--- src/rtl/irq_comb_pkg.sv ---
package irq_comb_pkg;

    localparam int CH_BITS  = 7;
    localparam int N_STICKY = 3;

    // Clear-register groups, each NUM_CH bits wide
    localparam int GRP_OVR = 0;
    localparam int GRP_RTO = 1;
    localparam int GRP_UND = 2;

    // Per-channel status, bit 0 at the bottom
    typedef struct packed {
        logic rx_full;    // 6
        logic tx_und;     // 5 sticky
        logic rx_ovr;     // 4 sticky
        logic rx_half;    // 3
        logic tx_half;    // 2
        logic rx_to;      // 1 sticky
        logic tx_empty;   // 0
    } ch_stat_t;

    typedef struct packed {
        logic und;
        logic rto;
        logic ovr;
    } sticky_t;

    function automatic int clr_idx(input int grp, input int ch, input int nch);
        return grp * nch + ch;
    endfunction

endpackage

--- src/rtl/irq_sticky_ch.sv ---
module irq_sticky_ch
    import irq_comb_pkg::*;
(
    input  logic     clk,
    input  logic     rst,
    input  sticky_t  ev,
    input  sticky_t  clr,
    input  logic     tx_empty,
    input  logic     tx_half,
    input  logic     rx_half,
    input  logic     rx_full,
    output ch_stat_t stat
);
    sticky_t held;

    // An event in the same cycle as its clear wins.
    always_ff @(posedge clk) begin
        if (rst) begin
            held <= '0;
        end else begin
            held <= ev | (held & ~clr);
        end
    end

    always_comb begin
        stat          = '0;
        stat.tx_empty = tx_empty;
        stat.rx_to    = held.rto;
        stat.tx_half  = tx_half;
        stat.rx_half  = rx_half;
        stat.rx_ovr   = held.ovr;
        stat.tx_und   = held.und;
        stat.rx_full  = rx_full;
    end
endmodule

--- src/rtl/irq_mask_or.sv ---
module irq_mask_or #(
    parameter int W = 28
) (
    input  logic [W-1:0] raw,
    input  logic [W-1:0] en,
    input  logic         glb_en,
    output logic [W-1:0] masked,
    output logic         irq
);
    always_comb begin
        masked = raw & en;
        irq    = glb_en & (|masked);
    end
endmodule

--- src/rtl/irq_status_combiner.sv ---
module irq_status_combiner
    import irq_comb_pkg::*;
#(
    parameter int NUM_CH = 4
) (
    input  logic                          clk,
    input  logic                          rst,
    input  logic                          irq_glb_en,
    input  logic [NUM_CH-1:0]             ev_rx_ovr,
    input  logic [NUM_CH-1:0]             ev_rx_to,
    input  logic [NUM_CH-1:0]             ev_tx_und,
    input  logic [NUM_CH-1:0]             lv_tx_empty,
    input  logic [NUM_CH-1:0]             lv_tx_half,
    input  logic [NUM_CH-1:0]             lv_rx_half,
    input  logic [NUM_CH-1:0]             lv_rx_full,
    input  logic [NUM_CH*CH_BITS-1:0]     ch_irq_en,
    input  logic                          clr_wr,
    input  logic [N_STICKY*NUM_CH:0]      clr_data,
    output logic [NUM_CH*CH_BITS-1:0]     stat_raw,
    output logic [NUM_CH*CH_BITS-1:0]     stat_masked,
    output logic                          irq_out
);
    localparam int STAT_W = NUM_CH * CH_BITS;
    localparam int CLR_W  = N_STICKY * NUM_CH + 1;

    logic spare_unused;
    assign spare_unused = clr_data[CLR_W-1];

    ch_stat_t ch_stat [NUM_CH];

    for (genvar c = 0; c < NUM_CH; c++) begin : g_ch
        sticky_t ev_c;
        sticky_t clr_c;

        always_comb begin
            ev_c.ovr  = ev_rx_ovr[c];
            ev_c.rto  = ev_rx_to[c];
            ev_c.und  = ev_tx_und[c];
            clr_c.ovr = clr_wr & clr_data[clr_idx(GRP_OVR, c, NUM_CH)];
            clr_c.rto = clr_wr & clr_data[clr_idx(GRP_RTO, c, NUM_CH)];
            clr_c.und = clr_wr & clr_data[clr_idx(GRP_UND, c, NUM_CH)];
        end

        irq_sticky_ch u_ch (
            .clk      (clk),
            .rst      (rst),
            .ev       (ev_c),
            .clr      (clr_c),
            .tx_empty (lv_tx_empty[c]),
            .tx_half  (lv_tx_half[c]),
            .rx_half  (lv_rx_half[c]),
            .rx_full  (lv_rx_full[c]),
            .stat     (ch_stat[c])
        );

        assign stat_raw[c*CH_BITS +: CH_BITS] = ch_stat[c];
    end

    irq_mask_or #(.W(STAT_W)) u_mask (
        .raw    (stat_raw),
        .en     (ch_irq_en),
        .glb_en (irq_glb_en),
        .masked (stat_masked),
        .irq    (irq_out)
    );
endmodule

--- config.mk ---
export PLATFORM = sky130hd
export DESIGN_NAME = irq_status_combiner
export DESIGN_NICKNAME = d
export VERILOG_FILES = /design/src/rtl/irq_comb_pkg.sv /design/src/rtl/irq_sticky_ch.sv /design/src/rtl/irq_mask_or.sv /design/src/rtl/irq_status_combiner.sv
export SDC_FILE = /design/constraint.sdc
export NUM_CORES = 1
export LEC_CHECK = 0
export BUFFER_PORTS_ARGS = -buffer_cell sky130_fd_sc_hd__buf_2
export CAP_MARGIN = 10
export CORE_ASPECT_RATIO = 2
export CORE_MARGIN = 2
export CORE_UTILIZATION = 27
export CTS_CLUSTER_SIZE = 12
export DETAILED_ROUTE_END_ITERATION = 12
export PLACE_DENSITY_LB_ADDON = 0.3
export SLEW_MARGIN = 20
export SYNTH_ARGS = -nofsm -noshare
export SYNTH_HDL_FRONTEND = slang
export SYNTH_SLANG_ARGS = --single-unit
export TNS_END_PERCENT = 50
--- constraint.sdc ---
create_clock -name clk -period 2.3 [get_ports clk]
set_input_delay 0.345 -clock clk [delete_from_list [all_inputs] [get_ports clk]]
set_output_delay 0.345 -clock clk [all_outputs]
set_load 0.01 [all_outputs]
==> impl_metrics.yaml, run 1 <==
status:
  run_status: "finished with violations"
  failed_checks: "negative setup slack"
clocking:
  clock_tree_from_tritoncts: "built"
  clkLatencyLatePin_ps: 230
  max-clock-path-buffers: 2
  cts-buffers-inserted: 3
  clock_tree.root_cell: "sky130_fd_sc_hd__clkbuf_8"
  cts_hold_buf: 0
  cts-htree-levels: 1
  cts_sinks: 12
  clkTransAtPathRegs_ps: 50
timing:
  final.setup.worst_slack_ps: -118.5
  hold_viol_final: 0
  fin_worst_skew_ps: 0
  setup_violations: 1
  tightest_slew_ps: 250.0
  final_max_slew_viol_count: 0
  final.period_utilization_pct: 105.2
  minimum_clock_period_ps: 2418
  rsz0062_at_grt: "yes"
  max_slew_margin_pct: 83.18
  clock.fmax_mhz: 413.5
drt:
  wl_per_cell_um: 10.85
  drc: 0
  route.detailed.vias_per_inst: 4.476
  drt_first_iter_violations: 4
  antenna_violating_nets_post_route: 0
  drt-pass1-iter-count: 3
  wirelength_mm: 2.690
  vias: 1110
logic_synthesis:
  synth_edf_count: 0
  synth-compound-area-share_pct: 9.268
  synth_fa_ha_area_share_pct: 0
  synth_area_in_simple_gates_pct: 42.93
  syn_nets: 178
  synthesis.yosys.warnings: 0
  xor_xnor_fraction_of_synth_area_pct: 0
  yosys.cell_types.count: 13
  synthTopCellsByCount: "sky130_fd_sc_hd__and2_1 (27), sky130_fd_sc_hd__buf_4 (16), sky130_fd_sc_hd__nor2_1 (14)"
  synth_top_area_share_pct: 31.22
  synthDominantAreaCellType: "sky130_fd_sc_hd__dfxtp_1"
  asyncSetResetFlopFracSynth_pct: 0
  synth-main-ff-cell: "sky130_fd_sc_hd__dfxtp_1"
  synth_cells: 105
  synth.area.mux_share_pct: 0
  total_of_flip_flops_plus_latches_after_synthesis: 12
  yosysMostFrequentCell: "sky130_fd_sc_hd__and2_1"
  post_synth_instance_area_um2: 769.5
  synth.avg_cell_area_um2: 7.328
  ys_seq_area_share_pct: 31.22
  synth.area.top_cells: "sky130_fd_sc_hd__dfxtp_1 (31%), sky130_fd_sc_hd__and2_1 (22%), sky130_fd_sc_hd__buf_4 (16%)"
  synth_top_family_by_area: "simple AND/OR/NAND/NOR gates"
power_and_ir_drop:
  peakVddDrop_uv: 351.3
  post-layout-total-power_uw: 623.2
  leakagePower_nw: 0.8388
  pwr_density_cell_nw_per_um2: 452.0
hold_path:
  worst_min_path_class: "in -> reg"
die:
  initial_core_util_pct: 28.12
  coreArea_um2: 2736
  chipWidth_um: 41.75
  boundaryPins: 130
  dieArea_um2: 3319
  rows: 27
  die_y_um: 79.50
worst_setup_path:
  setup.worst_path.start_class: "flip-flop"
  worstSetupPathType: "reg -> out"
  timing.critical_path.arrival_ps: 2070
  endpoint_kind: "primary output"
  worst_ep_required_time_ps: 1960
  worst-path-max-fanout: 2
place:
  dp_hpwl_mm: 2.426
  io_buffer_count: 128
  globalplace.congestion: 0.7999
global_route:
  antenna_found_initial: 0
  grt.overflow.total: 0
  grt_pass1_vias: 1037
  grt_start_max_net_pins: 13
  first_pass_grt_wire_length_mm: 4.105
  gr-usage-all-layers_pct: 15.46
final_layout:
  n_antenna_cell: 0
  post_route_cells_drive_above_1_share_pct: 63.01
  num-fill-cells: 323
  final_core_utilization_pct: 50.39
  nNetsFinal: 294
  area_delta_synth_final_pct: 79.19
  flip_flop_count_of_the_largest_register_all_copies_and_words_added: 12
run:
  cap_violations: 0
per-stage QoR:
stage | setup slack [ps] | instances | TNS, ps | cell area, µm² | hold WS [ps]
after floorplan | 26.39 | 105 | 0 | 769.5 | 417.4
after global placement | -207.0 | 245 | -207.0 | 1326 | 474.0
after detailed placement | -210.4 | 245 | -210.4 | 1326 | 489.3
after CTS | -143.4 | 248 | -143.4 | 1369 | 310.6
after global routing | -172.7 | 248 | -172.7 | 1379 | 316.7
final | -118.5 | 248 | -118.5 | 1379 | 315.6
where the power goes:
| group | switching [mW] | total [mW] | internal (mW) |
|---|---|---|---|
| Combinational | 0.0948 | 0.206 | 0.112 |
| Sequential | 0.00922 | 0.233 | 0.224 |
| Clock | 0.0690 | 0.184 | 0.115 |
layout make-up:
class | count | area (µm²) | area share [%]
Clock buffer | 3 | 41.29 | 2.995
Multi-Input combinational cell | 75 | 411.6 | 29.85
Sequential cell | 12 | 241.5 | 17.51
Tap cell | 29 | 36.28 | 2.632
Timing Repair Buffer | 129 | 648.1 | 47.01
timing repair:
action                                  in CTS  in global routing
pin swaps                                    4                  0
resized for setup                            1                  3
endpoints found under the setup margin       1                  1
setup buffers                                0                  0
worst paths after layout:
kind,from,endpoint,slack (ps),cells past startpoint
worst max register to register,g_ch[2].u_ch.stat[4]$_SDFF_PP0_,g_ch[2].u_ch.stat[4]$_SDFF_PP0_,1580,3
worst max-delay path,g_ch[2].u_ch.stat[4]$_SDFF_PP0_,irq_out,-120,5
worst min-delay path,ev_rx_to[2],g_ch[2].u_ch.stat[1]$_SDFF_PP0_,320,3
worst min register to register,g_ch[1].u_ch.stat[1]$_SDFF_PP0_,g_ch[1].u_ch.stat[1]$_SDFF_PP0_,500,2
cell families after synthesis:
kind of cell,Yosys count
compound gates,13
buf+inv,18
flops,12
simple gates,62
critical path: stages (launching register included):
cell and delay (ps):
sky130_fd_sc_hd__dfxtp_2 310, sky130_fd_sc_hd__and2_4 130, sky130_fd_sc_hd__or4_4 470, sky130_fd_sc_hd__or4_4 420
sky130_fd_sc_hd__o41a_1 360, sky130_fd_sc_hd__buf_2 140
layout by cell type (no fill, tap or decap):
cell / n
sky130_fd_sc_hd__buf_2: 128
sky130_fd_sc_hd__and2_1: 26
sky130_fd_sc_hd__nor2_1: 14
sky130_fd_sc_hd__nand2_1: 12
sky130_fd_sc_hd__a21oi_1: 12
sky130_fd_sc_hd__dfxtp_1: 11
sky130_fd_sc_hd__clkbuf_8: 3
sky130_fd_sc_hd__and2_4: 2
sky130_fd_sc_hd__or4_4: 2
sky130_fd_sc_hd__or4_1: 2
sky130_fd_sc_hd__nor4_1: 2
sky130_fd_sc_hd__or2_2: 1
sky130_fd_sc_hd__nand4_1: 1
sky130_fd_sc_hd__o41a_1: 1
sky130_fd_sc_hd__dfxtp_2: 1
sky130_fd_sc_hd__buf_4: 1
routing by layer:
layer | vias up | wire, µm | track usage, %
li1 | 556 | - | -
met2 | 61 | 1574 | 31.25
met5 | - | 0 | 0
met3 | 4 | 258 | 3.620
met1 | 489 | 820 | 13.62
met4 | 0 | 37 | 6.774
Note: power is estimated with default switching activity, not from simulation.
==> inputs of run 2 (changes only) <==
--- a/config.mk
+++ b/config.mk
@@ -12,6 +12,7 @@
 export CORE_UTILIZATION = 27
 export CTS_CLUSTER_SIZE = 12
 export DETAILED_ROUTE_END_ITERATION = 12
+export GPL_TIMING_DRIVEN = 0
 export PLACE_DENSITY_LB_ADDON = 0.3
 export SLEW_MARGIN = 20
 export SYNTH_ARGS = -nofsm -noshare
==> run 2 against run 1 <==
Net effect:
- the flow still finishes with violations (negative setup slack)
- highest routed layer unchanged
- clock-buffer cell count stayed put
- global-route usage up 0.42 points
- via count up 4.5%
- worst setup slack lost 35 ps
- sequential cell count unchanged
- sequential power about the same
- critical endpoint unchanged
- sequential share of layout area decreased by 1.3 points
- largest power group unchanged
- final cell count grew 6.9%
- worst hold slack worse by 11 ps
- clock power barely moved
==> impl_metrics.yaml, run 2 (synthesized netlist as in run 1, its figures left out) <==
status:
  run_status: "finished with violations"
  failed_checks: "negative setup slack"
run:
  cap_violations: 0
final_layout:
  most_common_cell_after_layout_fill_and_taps_aside: "sky130_fd_sc_hd__buf_2"
  finish.instance_area_um2: 1500
  post_route_cells_drive_above_1_share_pct: 65.25
  seq_area_um2: 242.7
  multi_input_comb_area_um2: 411.6
  nNetsFinal: 311
  num-fill-cells: 280
  flip_flop_count_of_the_largest_register_all_copies_and_words_added: 12
  layout.cells.most_common_list: "sky130_fd_sc_hd__buf_2 (128), sky130_fd_sc_hd__and2_1 (26), sky130_fd_sc_hd__buf_4 (16)"
  n_antenna_cell: 0
  area_delta_synth_final_pct: 94.96
  post_layout_nonfiller_instances: 265
power_and_ir_drop:
  pwr_density_cell_nw_per_um2: 431.3
  leakagePower_nw: 0.9129
  peakVddDrop_uv: 308.0
  post-layout-total-power_uw: 647.0
clocking:
  cts_sinks: 12
  clock_tree_from_tritoncts: "built"
  clkTransAtPathRegs_ps: 50
  clkLatencyLatePin_ps: 230
  cts_hold_buf: 0
  cts-buffers-inserted: 3
  max-clock-path-buffers: 2
  postCtsSetupBuffers: 0
  clock_tree.root_cell: "sky130_fd_sc_hd__clkbuf_8"
  cts-htree-levels: 1
drt:
  wl_per_cell_um: 10.68
  wirelength_mm: 2.831
  vias: 1160
  drt_first_iter_violations: 6
  drt-pass1-iter-count: 4
  route.detailed.vias_per_inst: 4.377
  antenna_violating_nets_post_route: 0
  drc: 0
timing:
  final.period_utilization_pct: 106.7
  max_slew_margin_pct: 66.56
  clock.fmax_mhz: 407.6
  tightest_slew_ps: 501.5
  fin_hold_ws_ps: 304.5
  rsz0062_at_grt: "yes"
  setup_violations: 1
  final_max_slew_viol_count: 0
  fin_worst_skew_ps: 0
  final.setup.worst_slack_ps: -153.3
  minimum_clock_period_ps: 2453
  hold_viol_final: 0
worst_setup_path:
  worstSetupPathType: "reg -> out"
  worst-path-max-fanout: 3
  critical_path.reg2reg.endpoint: "g_ch[2].u_ch.stat[1]$_SDFF_PP0_"
  setup.worst_path.start_class: "flip-flop"
  timing.critical_path.arrival_ps: 2110
  r2r_slack_ps: 1680
  worst_ep_required_time_ps: 1960
  worst_r2r_path_depth: 2
  endpoint_kind: "primary output"
  critical_path.reg2reg.startpoint: "g_ch[2].u_ch.stat[1]$_SDFF_PP0_"
hold_path:
  worst_hold_path.endpoint: "g_ch[0].u_ch.stat[1]$_SDFF_PP0_"
  worstHoldStart: "rst"
  count_of_cells_along_the_worst_hold_path: 2
  worst_min_path_class: "in -> reg"
global_route:
  gr-usage-all-layers_pct: 15.88
  grt.overflow.total: 0
  grt_start_max_net_pins: 11
  first_pass_grt_wire_length_mm: 4.181
  antenna_found_initial: 0
  grt_pass1_vias: 1053
place:
  dp.cells: 262
  post_dp_cell_area_um2: 1446
  io_buffer_count: 128
  globalplace.congestion: 0.8330
  dp_hpwl_mm: 2.532
die:
  boundaryPins: 130
  coreArea_um2: 2736
  initial_core_util_pct: 28.12
  rows: 27
  dieArea_um2: 3319
  chipWidth_um: 41.75
  die_y_um: 79.50
-- run 2: routing by layer --
metal / share of wire (%) / vias up / global-route usage [%]
met4: 0.60 / 0 / 6.774
met1: 31 / 504 / 14.05
met3: 8.9 / 2 / 3.167
met5: 0 / - / 0
met2: 60 / 61 / 32.50
li1: - / 593 / -
-- run 2: critical path, stage by stage, from the launching register on --
cell,delay [ps]
sky130_fd_sc_hd__dfxtp_2,330
sky130_fd_sc_hd__and2_4,130
sky130_fd_sc_hd__or4_4,470
sky130_fd_sc_hd__or4_4,490
sky130_fd_sc_hd__o41a_1,310
sky130_fd_sc_hd__buf_2,140
-- run 2: repair_timing --
action | 4_1_cts | 5_1_grt
endpoints found under the setup margin | 1 | 1
resized for setup | 1 | 4
pin swaps | 4 | 4
-- run 2: area by class of cell --
class                      count  share of cell area, %
sequential                    12                  16.18
multi-input combinational     75                  27.44
clock buffer                   3                  2.752
timing repair buffer         128                  42.70
buffer                        18                  8.507
tap                           29                  2.419
-- run 2: worst max path at each step --
stage,startpoint,to,slack (ps),depth (start not counted)
floorplan,lv_rx_half[2],irq_out,30,4
global placement,lv_rx_half[2],irq_out,-210,6
detailed placement,lv_rx_half[2],irq_out,-210,6
CTS,g_ch[2].u_ch.stat[4]$_SDFF_PP0_,irq_out,-150,5
global route,g_ch[2].u_ch.stat[1]$_SDFF_PP0_,irq_out,-200,5
finish,g_ch[2].u_ch.stat[1]$_SDFF_PP0_,irq_out,-150,5
-- run 2: through the flow --
stage	TNS, ps	setup slack (ps)	util, %
final	-153.3	-153.3	54.82
after global routing	-204.7	-204.7	54.82
after CTS	-153.9	-153.9	54.41
after detailed placement	-207.7	-207.7	52.86
after global placement	-213.3	-213.3	52.86
after floorplan	0	26.39	-
-- run 2: power by group --
part | leakage [nW] | switching (mW) | internal [mW]
combinational | 0.790 | 0.0979 | 0.128
sequential | 0.101 | 0.0101 | 0.224
clock | 0.0216 | 0.0723 | 0.115
total | 0.913 | 0.180 | 0.467
